File: src/rtl/flash_rd_pkg.sv
package flash_rd_pkg;
  localparam int DATA_W = 16;
  localparam int BANK_W = 2;
  localparam int NBANK  = 1 << BANK_W;

  typedef enum logic [1:0] {
    ST_ASYNC     = 2'd0,
    ST_SYNC_IDLE = 2'd1,
    ST_SYNC_RUN  = 2'd2
  } rd_state_e;

  typedef enum logic [1:0] {
    BL_CONT   = 2'd0,
    BL_WRAP8  = 2'd1,
    BL_WRAP16 = 2'd2,
    BL_WRAP32 = 2'd3
  } blen_e;

  // array content is a fixed hash of the word address
  function automatic logic [DATA_W-1:0] cell_word(input logic [31:0] a);
    logic [31:0] p;
    p = a * 32'd40503;
    return p[DATA_W-1:0] ^ 16'hC3A5;
  endfunction
endpackage

File: src/rtl/flash_mode_fsm.sv
module flash_mode_fsm
  import flash_rd_pkg::*;
(
  input  logic      clk_i,
  input  logic      rst_ni,
  input  logic      ce_ni,
  input  logic      avd_ni,
  input  logic      mode_i,
  input  logic [1:0] blen_i,
  output rd_state_e st_o,
  output blen_e     blen_o,
  output logic      load_o,
  output logic      step_o
);
  rd_state_e st_q, st_d;
  blen_e     blen_q;

  always_comb begin
    st_d = st_q;
    if (ce_ni)
      st_d = mode_i ? ST_SYNC_IDLE : ST_ASYNC;
    else if (st_q == ST_SYNC_IDLE && !avd_ni)
      st_d = ST_SYNC_RUN;
  end

  always_ff @(posedge clk_i or negedge rst_ni) begin
    if (!rst_ni) begin
      st_q   <= ST_ASYNC;
      blen_q <= BL_CONT;
    end else begin
      st_q <= st_d;
      if (ce_ni) blen_q <= blen_e'(blen_i);
    end
  end

  assign load_o = !ce_ni && !avd_ni;
  assign step_o = !ce_ni && avd_ni && (st_q == ST_SYNC_RUN);
  assign st_o   = st_q;
  assign blen_o = blen_q;
endmodule

File: src/rtl/flash_addr_ctr.sv
module flash_addr_ctr
  import flash_rd_pkg::*;
#(
  parameter int ADDR_W = 8
) (
  input  logic              clk_i,
  input  logic              rst_ni,
  input  logic              load_i,
  input  logic              step_i,
  input  blen_e             blen_i,
  input  logic [ADDR_W-1:0] addr_i,
  output logic [ADDR_W-1:0] addr_o
);
  logic [ADDR_W-1:0] addr_q, win, inc, nxt;

  always_comb begin
    unique case (blen_i)
      BL_WRAP8:  win = ADDR_W'(7);
      BL_WRAP16: win = ADDR_W'(15);
      BL_WRAP32: win = ADDR_W'(31);
      default:   win = '1;
    endcase
    inc = addr_q + ADDR_W'(1);
    nxt = (addr_q & ~win) | (inc & win);
  end

  always_ff @(posedge clk_i or negedge rst_ni) begin
    if (!rst_ni)     addr_q <= '0;
    else if (load_i) addr_q <= addr_i;
    else if (step_i) addr_q <= nxt;
  end

  assign addr_o = addr_q;
endmodule

File: src/rtl/flash_bank.sv
module flash_bank
  import flash_rd_pkg::*;
#(
  parameter int OFFS_W  = 6,
  parameter int BANK_ID = 0
) (
  input  logic              en_i,
  input  logic [OFFS_W-1:0] offs_i,
  output logic [DATA_W-1:0] word_o
);
  logic [31:0] full_a;

  assign full_a = (32'(BANK_ID) << OFFS_W) | 32'(offs_i);
  assign word_o = en_i ? cell_word(full_a) : '0;
endmodule

File: src/rtl/flash_rd_front.sv
module flash_rd_front
  import flash_rd_pkg::*;
#(
  parameter int ADDR_W = 8
) (
  input  logic              clk_i,
  input  logic              rst_ni,
  input  logic              ce_ni,
  input  logic              oe_ni,
  input  logic              we_ni,
  input  logic              avd_ni,
  input  logic [ADDR_W-1:0] addr_i,
  input  logic              burst_mode_i,
  input  logic [1:0]        burst_len_i,
  output logic [15:0]       dq_o,
  output logic              dq_oe_o
);
  localparam int OFFS_W = ADDR_W - BANK_W;

  rd_state_e         st_q;
  blen_e             blen_q;
  logic              load, step;
  logic [ADDR_W-1:0] addr_q;
  logic [NBANK-1:0]  bank_en;
  logic [DATA_W-1:0] bank_word [NBANK];
  logic [DATA_W-1:0] rd_word;

  flash_mode_fsm u_fsm (
    .clk_i  (clk_i),
    .rst_ni (rst_ni),
    .ce_ni  (ce_ni),
    .avd_ni (avd_ni),
    .mode_i (burst_mode_i),
    .blen_i (burst_len_i),
    .st_o   (st_q),
    .blen_o (blen_q),
    .load_o (load),
    .step_o (step)
  );

  flash_addr_ctr #(.ADDR_W(ADDR_W)) u_ctr (
    .clk_i  (clk_i),
    .rst_ni (rst_ni),
    .load_i (load),
    .step_i (step),
    .blen_i (blen_q),
    .addr_i (addr_i),
    .addr_o (addr_q)
  );

  assign bank_en = NBANK'(1) << addr_q[ADDR_W-1 -: BANK_W];

  for (genvar b = 0; b < NBANK; b++) begin : g_bank
    flash_bank #(.OFFS_W(OFFS_W), .BANK_ID(b)) u_bank (
      .en_i   (bank_en[b]),
      .offs_i (addr_q[OFFS_W-1:0]),
      .word_o (bank_word[b])
    );
  end

  always_comb begin
    rd_word = '0;
    for (int b = 0; b < NBANK; b++) rd_word = rd_word | bank_word[b];
  end

  assign dq_oe_o = !ce_ni && !oe_ni && we_ni;
  assign dq_o    = dq_oe_o ? rd_word : '0;
endmodule

File: config.mk
export PLATFORM = sky130hd
export DESIGN_NAME = flash_rd_front
export DESIGN_NICKNAME = d
export VERILOG_FILES = /design/src/rtl/flash_rd_pkg.sv /design/src/rtl/flash_mode_fsm.sv /design/src/rtl/flash_addr_ctr.sv /design/src/rtl/flash_bank.sv /design/src/rtl/flash_rd_front.sv
export SDC_FILE = /design/constraint.sdc
export NUM_CORES = 1
export LEC_CHECK = 0
export BUFFER_PORTS_ARGS = -buffer_cell sky130_fd_sc_hd__buf_2
export CAP_MARGIN = 25
export CORE_MARGIN = 3
export CORE_UTILIZATION = 29
export DETAILED_ROUTE_END_ITERATION = 16
export GPL_TIMING_DRIVEN = 1
export HOLD_SLACK_MARGIN = 0.12
export PLACE_DENSITY_LB_ADDON = 0.08
export SYNTH_ARGS = -nofsm -noshare
export SYNTH_HDL_FRONTEND = slang
export SYNTH_HIERARCHICAL = 1
export SYNTH_SLANG_ARGS = --single-unit
File: constraint.sdc
create_clock -name clk_i -period 7.4 [get_ports clk_i]
set_clock_uncertainty 0.05 [all_clocks]
set_input_delay 0 -clock clk_i [delete_from_list [all_inputs] [get_ports clk_i]]
set_output_delay 0 -clock clk_i [all_outputs]
set_load 0.03 [all_outputs]
; ---- Yosys cells after proc, flatten, opt, wreduce, memory -nomap -nowiden
; Index checks and enable logic that the tools add are counted.
[word_totals]
ram_bits = 0
rom_bits = 0
output_inout_bits = 17
mem_count = 0
latch_bits = 0
reg_bits = 12
inputBits = 17
[op_classes]
n_reduce_logical = 11
magnitude_cmp = 0
n_mux = 11
add_sub_neg = 1
n_div = 0
n_eq_ne = 5
n_bitwise = 11
n_shift = 1
mul = 4
[ops]
columns = op, count
row1 = two-way mux 16 bit, 5
row2 = OR 16 bit, 3
row3 = NOT 8 bit, 5
row4 = multiplier 8 x 16 -> 16 bit (second input constant), 2
row5 = case mux 8 bit (3 select lines), 1
row6 = AND 8 bit, 2
row7 = multiplier 6 x 16 -> 16 bit (second input constant), 1
row8 = multiplier 7 x 16 -> 16 bit (second input constant), 1
row9 = two-way mux 8 bit, 2
row10 = adder 8 x 1 -> 8 bit (second input constant), 1
row11 = OR 8 bit, 1
row12 = == test 2 bit (second input constant), 3
row13 = logical AND 1 bit, 6
row14 = == test 2 x 1 -> 1 bit (second input constant), 2
row15 = two-way mux 2 bit, 2
row16 = nonzero test 2 bit, 2
row17 = left shift 1 x 2 -> 4 bit (first input constant), 1
row18 = zero test 1 bit, 3
row19 = two-way mux 1 bit, 1

; ---- Logic depth before layout (Yosys ltp)
; Gate-level depths: netlist of the first run.
[depth]
word_depth = 7
depth_mapped = 17
mapped_depth_nobuf = 17

; ---- Hierarchy
; Netlist of the first run, hierarchy kept.
[by_module_without_submodules]
columns = module, n_inst, area_each_um2, cells_per_inst
row1 = flash_bank (g_bank[2].u_bank), 1, 1525.2, 181
row2 = flash_bank (g_bank[1].u_bank), 1, 1500.2, 183
row3 = flash_bank (g_bank[0].u_bank), 1, 1376.3, 170
row4 = flash_bank (g_bank[3].u_bank), 1, 1375.1, 162
row5 = flash_addr_ctr, 1, 481.7, 52
row6 = flash_rd_front, 1, 249.0, 40
row7 = flash_mode_fsm, 1, 163.9, 14

; ---- Worst setup path before layout of the first run
; No wires, ideal clock.
[synth_timing]
path_kind = reg-to-output
start = register with a tool-made name
end = output dq_o[14]
setup_slack_ns = 3.066
t_arrival_ns = 4.284
stages_incl_launch_ff = 16
cell_sequence = dfrtp_1 inv_1 ha_1 ha_1 inv_1 fa_1 fa_1 inv_1 ha_1 nand4bb_1 a21boi_1 a311o_1 a21boi_2 mux2i_1 nor4_1 nor2_2
[synth_lines]
columns = element, line
row1 = to (decl), flash_rd_front.sv:15  ; output logic [15:0] dq_o,

==> impl_metrics.csv, run 1 <==
group,metric,value,unit
clock_tree,cts.htree.levels,1,
grt,gr-total-overflow,0,
synth,syn-mean-instance-area,8.32,sq um
synth,synth_edf_count,0,
timing,rsz0062_at_grt,"false",
synth,synth_cell_type_count,60,
drt,wirelength,18.6,mm
drt,drc_errors,0,
drt,drt.antenna.violating_nets,0,
layout,antennaDiodeCount,0,
timing,slew_violations,0,
grt,grt_max_degree,21,
pwr,peakVddDrop,0.128,mV
synth,ys.warnings.count,6,
grt,grtUsageTotal,15.6,%
timing,worst_slew_pin_slew,0.893,ns
floorplanning,start_util,30.0,%
worst_setup_path,r2r_slack,5.16,ns
placement,gp_congestion,0.784,
pwr,clkPwrFrac,2.9,%
floorplanning,die_area,24900,sq um
clock_tree,path_clk_slew,0.05,ns
layout,layout_commonest_cell,"inv_1",
worst_setup_path,r2r-start,"u_ctr/addr_o[0]",
timing,tns,0,ns
floorplanning,rows,54,
clock_tree,clk_path_buf_depth,2,
synth,async_flop_share,100,%
clock_tree,root_buffer,"clkbuf_16",
placement,dpl_cell_area,7180,sq um
synth,syn_inst,802,
timing,min_period,5.11,ns
worst_setup_path,cp.arrival,5.06,ns
drt,routed_via_density,4.72,
pwr,p_leak,3.87,nW
drt,wl_per_cell,16.4,um
floorplanning,ios,34,
pwr,p_sw_share,56.6,%
drt,first_pass_iters,5,
synth,syn_nets,1030,
worst_setup_path,crit_path_max_fanout,12,
pwr,p_switching,1.93,mW
clock_tree,cts_sinks,12,
clock_tree,numCtsBuffers,3,
worst_setup_path,critPathRequiredTime,7.35,ns
synth,ys_seq_area_share,4.50,%
pwr,powerDensity,459,nW/um^2
worst_setup_path,critical_path_class,"flip-flop to primary output",
grt,grt_pass1_wl,30.8,mm
timing,hold_viol,0,
timing,slew_headroom,40.5,%
layout,syn_to_final_growth,11.5,%
clock_tree,cts_resized,0,
placement,dpl.hpwl,16.2,mm
layout,n_fill_cell,2359,
timing,fmax,196,MHz
layout,stdcell_area,7440,sq um
pwr,power,3.41,mW
clock_tree,clk_latency,0.24,ns
worst_setup_path,cp-end-kind,"primary output",
run,maxCapViolCount,0,
timing,setup_viol,0,
pwr,p_int,1.48,mW
pwr,p_seq_share,3.0,%
timing,timing.hold.ws,0.151,ns
pwr,combPwrFrac,94.1,%
synth,ys_seq_elements,12,
run_status,status,"complete, no violations",
worst_setup_path,startpoint_type,"flip-flop",
min_path,hp-class,"input pin to async pin",
floorplanning,core_area,22200,sq um
layout,fin_nets,1085,
floorplanning,die_width,158,um
drt,vias,5356,
timing,period_share,69.0,%
layout,final_layout_size_suffix_gt1_share,8.89,%
floorplanning,die_h,158,um
grt,grt_pass1_vias,5560,
synth,synth_ff_type,"dfrtp_1",
drt,drt_iter0_markers,196,
placement,port_buffers,33,
layout,layout_common_cells,"inv_1, ha_1, fa_1",
synth,synth_area,6670,sq um
grt,antenna_found_initial,0,
worst_setup_path,r2r_cells,5,
layout,final_core_util,33.5,%
clock_tree,cts_tree,"done",
-- cells in the mapped netlist (2+ instances only) --
cell type / count / area, sq um
and2_1: 20 / 125
mux2i_1: 11 / 110
a211oi_2: 2 / 25.0
xnor2_1: 27 / 236
nor2b_1: 10 / 62.6
nor4_1: 17 / 106
buf_2: 2 / 10.0
o31ai_1: 3 / 22.5
o21bai_1: 4 / 30.0
buf_6: 2 / 22.5
clkbuf_1: 5 / 18.8
o21a_1: 7 / 52.6
and3b_1: 2 / 17.5
mux2_2: 2 / 22.5
nand4_1: 8 / 50.1
or3_1: 6 / 37.5
nand2_1: 37 / 139
inv_1: 171 / 642
nor2_1: 43 / 161
nand2b_1: 13 / 81.3
and3_1: 5 / 31.3
xor2_1: 17 / 149
a211oi_1: 5 / 37.5
a21oi_2: 7 / 61.3
fa_1: 64 / 1280
nor2_2: 9 / 56.3
ha_1: 147 / 1840
o211ai_1: 7 / 52.6
nor3_1: 7 / 35.0
or2_2: 3 / 18.8
a21oi_1: 39 / 195
o21ai_0: 23 / 115
a31oi_1: 5 / 31.3
a21boi_1: 4 / 30.0
a211o_1: 2 / 17.5
nand3_1: 13 / 65.1
a21o_1: 14 / 105
or4_1: 5 / 37.5
and4_1: 2 / 17.5
dfrtp_1: 12 / 300
-- worst max-delay path, stage by stage, from the launching register on --
cell      delay [ns]
dfrtp_1         0.70
buf_4           0.34
fa_1            0.27
inv_1           0.07
fa_1            0.47
inv_1           0.04
ha_1            0.30
fa_1            0.48
ha_1            0.37
o21ai_0         0.31
o21bai_1        0.13
or4_1           0.43
a21oi_1         0.13
and3b_1         0.18
nor4_1          0.30
nor2_2          0.06
buf_2           0.21
-- through the flow --
stage / instances / setup slack (ns)
after floorplan: 802 / 3.07
after global placement: 1114 / 2.54
after detailed placement: 1114 / 2.53
after CTS: 1135 / 2.25
after global routing: 1135 / 1.88
final: 1135 / 2.29
-- metal layers --
layer	share of wire, %	global-route usage, %	up-vias
met2	41	23.8	79
met1	56	25.2	2493
met4	0.77	1.36	0
met5	0	0	-
li1	-	-	2776
met3	2.1	0.437	8
-- logic make-up (layout without fill, tap and decap cells) --
kind of cell	after synthesis	in the layout	synth area share, %
buffers and inverters	181	234	10.7
flip-flops	12	12	4.50
multiplexers	14	14	2.21
AO/OA/AOI/OAI	131	131	13.0
adder cells (fa/ha/maj)	211	211	46.8
XOR/XNOR	44	44	5.78
AND/OR/NAND/NOR	209	209	17.1
-- worst max path at each step --
stage / startpoint / endpoint / slack, ns / cells past startpoint
floorplan: flip-flop / dq_o[14] / 3.07 / 15
global placement: flip-flop / dq_o[11] / 2.54 / 15
detailed placement: flip-flop / dq_o[10] / 2.53 / 16
CTS: flip-flop / dq_o[13] / 2.25 / 16
global route: flip-flop / dq_o[13] / 1.88 / 16
finish: flip-flop / dq_o[10] / 2.29 / 16
-- final cells by class --
cell class	instances	area, sq um	area share, %
Multi-Input combinational cell	609	5660	76.1
Inverter	171	642	8.63
Timing Repair Buffer	60	413	5.55
Tap cell	280	350	4.71
Sequential cell	12	300	4.04
Clock buffer	3	75.1	1.01
-- power groups by stage --
stage	clock network, mW	registers (mW)	logic (mW)
after floorplan	0	0.105	2.40
after detailed placement	0	0.104	3.21
final	0.0998	0.102	3.21
after global routing	0.105	0.106	3.69
after global placement	0	0.104	3.27
after CTS	0.100	0.103	3.24
-- repair_timing --
item / CTS / global route
hold buffers: 18 / 0
endpoints found under the hold margin: 24 / 0
endpoints found under the setup margin: 0 / 0
buffers inserted: 0 / 0
(Power assumes the default switching activity.)
==> run 2, diff against run 1 <==
clock period = 5.07 ns   (was 7.4 ns; I/O delays follow)
==> run 2 against run 1 <==
  * Non-clock buffer count up 6
  * Worst hold slack worse by 0.0078 ns
  * Cell count up 0.53%
  * Clock power up 42%
  * Utilization up 0.35 points
  * Final area up 1.1%
  * Critical path depth up 3
  * Critical path type unchanged
  * Critical endpoint is now dq_o[14]
==> impl_metrics.csv, run 2 (synthesized netlist as in run 1, its figures left out) <==
group,metric,value,unit
run_status,status,"complete, no violations",
timing,tns,0,ns
pwr,clkPwrFrac,2.8,%
floorplanning,die_h,158,um
floorplanning,core_area,22200,sq um
worst_setup_path,cp.arrival,4.67,ns
layout,regArea,302,sq um
placement,placed_cells,1120,
layout,n_fill_cell,2370,
timing,worst_slew_pin_slew,0.820,ns
placement,dpl.hpwl,16.6,mm
worst_setup_path,r2r-start,"u_ctr/addr_o[1]",
timing,hold_viol,0,
clock_tree,numCtsBuffers,3,
grt,grtUsageTotal,15.4,%
clock_tree,cts_tree,"done",
layout,fin_nets,1091,
layout,final_layout_size_suffix_gt1_share,9.99,%
worst_setup_path,r2r_slack,3.16,ns
clock_tree,clk_path_buf_depth,2,
layout,antennaDiodeCount,0,
floorplanning,start_util,30.0,%
drt,wl_per_cell,16.4,um
floorplanning,ios,34,
pwr,p_seq_share,2.6,%
worst_setup_path,crit_path_frequent_cell,"inv_1",
timing,period_share,93.0,%
layout,layout_commonest_cell,"inv_1",
timing,setup_viol,0,
drt,drt.antenna.violating_nets,0,
timing,rsz0062_at_grt,"false",
clock_tree,path_clk_slew,0.04,ns
clock_tree,root_buffer,"clkbuf_16",
clock_tree,cts.htree.levels,1,
timing,min_period,4.72,ns
drt,wirelength,18.7,mm
worst_setup_path,cp-endpoint,"dq_o[14]",
placement,port_buffers,33,
worst_setup_path,crit_chain,"buf_4 > fa_1 > inv_1 > fa_1 > inv_1 > ha_1 > inv_1 > fa_1 > inv_1 > ha_1 > a21oi_2 > o21ai_0 > a21oi_2 > o21ai_0 > a21oi_1 > mux2i_1 > nor4_1 > nor2_2 > buf_2",
worst_setup_path,critPathTopFamily,"adder cells",
run,maxCapViolCount,0,
clock_tree,post_cts_buffers,0,
worst_setup_path,crit_path_max_fanout,10,
clock_tree,clk_latency,0.24,ns
pwr,peakVddDrop,0.176,mV
min_path,hp-class,"input pin to async pin",
grt,grt_pass1_wl,30.4,mm
drt,first_pass_iters,6,
layout,stdcell_area,7520,sq um
pwr,powerDensity,678,nW/um^2
floorplanning,die_width,158,um
worst_setup_path,cp-end-kind,"primary output",
timing,fmax,212,MHz
grt,gr-total-overflow,0,
timing,slew_violations,0,
floorplanning,rows,54,
floorplanning,die_area,24900,sq um
grt,antenna_found_initial,0,
worst_setup_path,cp_slowest_cell,"fa_1",
layout,layout_common_cells,"inv_1, ha_1, fa_1",
pwr,combPwrFrac,94.6,%
drt,routed_via_density,4.69,
pwr,p_switching,2.88,mW
grt,grt_pass1_vias,5598,
timing,slew_headroom,45.4,%
pwr,p_leak,3.91,nW
worst_setup_path,critical_path_class,"flip-flop to primary output",
worst_setup_path,critPathRequiredTime,5.02,ns
worst_setup_path,r2r_cells,5,
worst_setup_path,critPathMaxStageDelay,0.51,ns
layout,multiInputGateArea,5670,sq um
placement,gp_congestion,0.806,
placement,dpl_cell_area,7240,sq um
worst_setup_path,path_buf_inv,6,
worst_setup_path,startpoint_type,"flip-flop",
drt,vias,5350,
clock_tree,cts_sinks,12,
layout,fin_cells,1141,
drt,drc_errors,0,
pwr,p_sw_share,56.6,%
timing,timing.hold.ws,0.143,ns
grt,grt_max_degree,21,
layout,syn_to_final_growth,12.7,%
drt,drt_iter0_markers,220,
worst_setup_path,crit_cells,19,
pwr,p_int,2.21,mW
==> run 2: cell types whose count changed in the layout (fill, tap and decap cells not counted), sizes merged <==
cell and delta:
buf +6
==> run 2: worst min-delay path by stage <==
stage	start	slack [ns]	to	cells past startpoint
2_1_floorplan	rst_ni	-0.35	async pin	0
3_3_place_gp	rst_ni	-0.14	u_fsm/st_o[0]	1
3_5_place_dp	rst_ni	-0.14	u_fsm/st_o[1]	1
4_1_cts	rst_ni	0.14	u_fsm/blen_o[1]	2
5_1_grt	rst_ni	0.16	u_fsm/blen_o[1]	2
6_report	rst_ni	0.14	u_fsm/st_o[0]	2
==> run 2: area by class of cell <==
type	instances	area share (%)
multi-input cells	609	75.5
flip-flops and latches	12	4.01
inverters	171	8.54
clock buffers	3	0.999
repair buffers	66	6.31
well taps	280	4.66
==> run 2: power groups by stage <==
stage / clock network (mW) / logic [mW] / registers (mW)
2_1_floorplan: 0 / 3.50 / 0.153
3_3_place_gp: 0 / 4.85 / 0.134
3_5_place_dp: 0 / 4.77 / 0.135
4_1_cts: 0.147 / 4.83 / 0.133
5_1_grt: 0.151 / 5.48 / 0.137
6_report: 0.142 / 4.82 / 0.133
==> run 2: metrics by stage <==
step / total power [mW] / util (%) / worst slack [ns]
4_1_cts: 5.11 / 33.7 / 0.206
3_5_place_dp: 4.91 / 32.6 / 0.473
5_1_grt: 5.77 / 33.8 / 0.0190
2_1_floorplan: 3.65 / - / 0.736
3_3_place_gp: 4.98 / 32.6 / 0.507
6_report: 5.10 / 33.8 / 0.354
==> run 2: routing by layer <==
| metal | vias to the layer above | track usage, % | routed length [um] |
|---|---|---|---|
| met5 | - | 0 | 0 |
| met4 | 0 | 1.28 | 69 |
| met3 | 6 | 0.383 | 342 |
| met2 | 63 | 24.6 | 7990 |
| met1 | 2491 | 24.1 | 10300 |
| li1 | 2790 | - | - |
==> run 2: repair_timing <==
action                                  CTS  global route
gates resized for setup                   0             5
endpoints found under the setup margin    0             5
hold buffers                             18             0
endpoints found under the hold margin    24             0
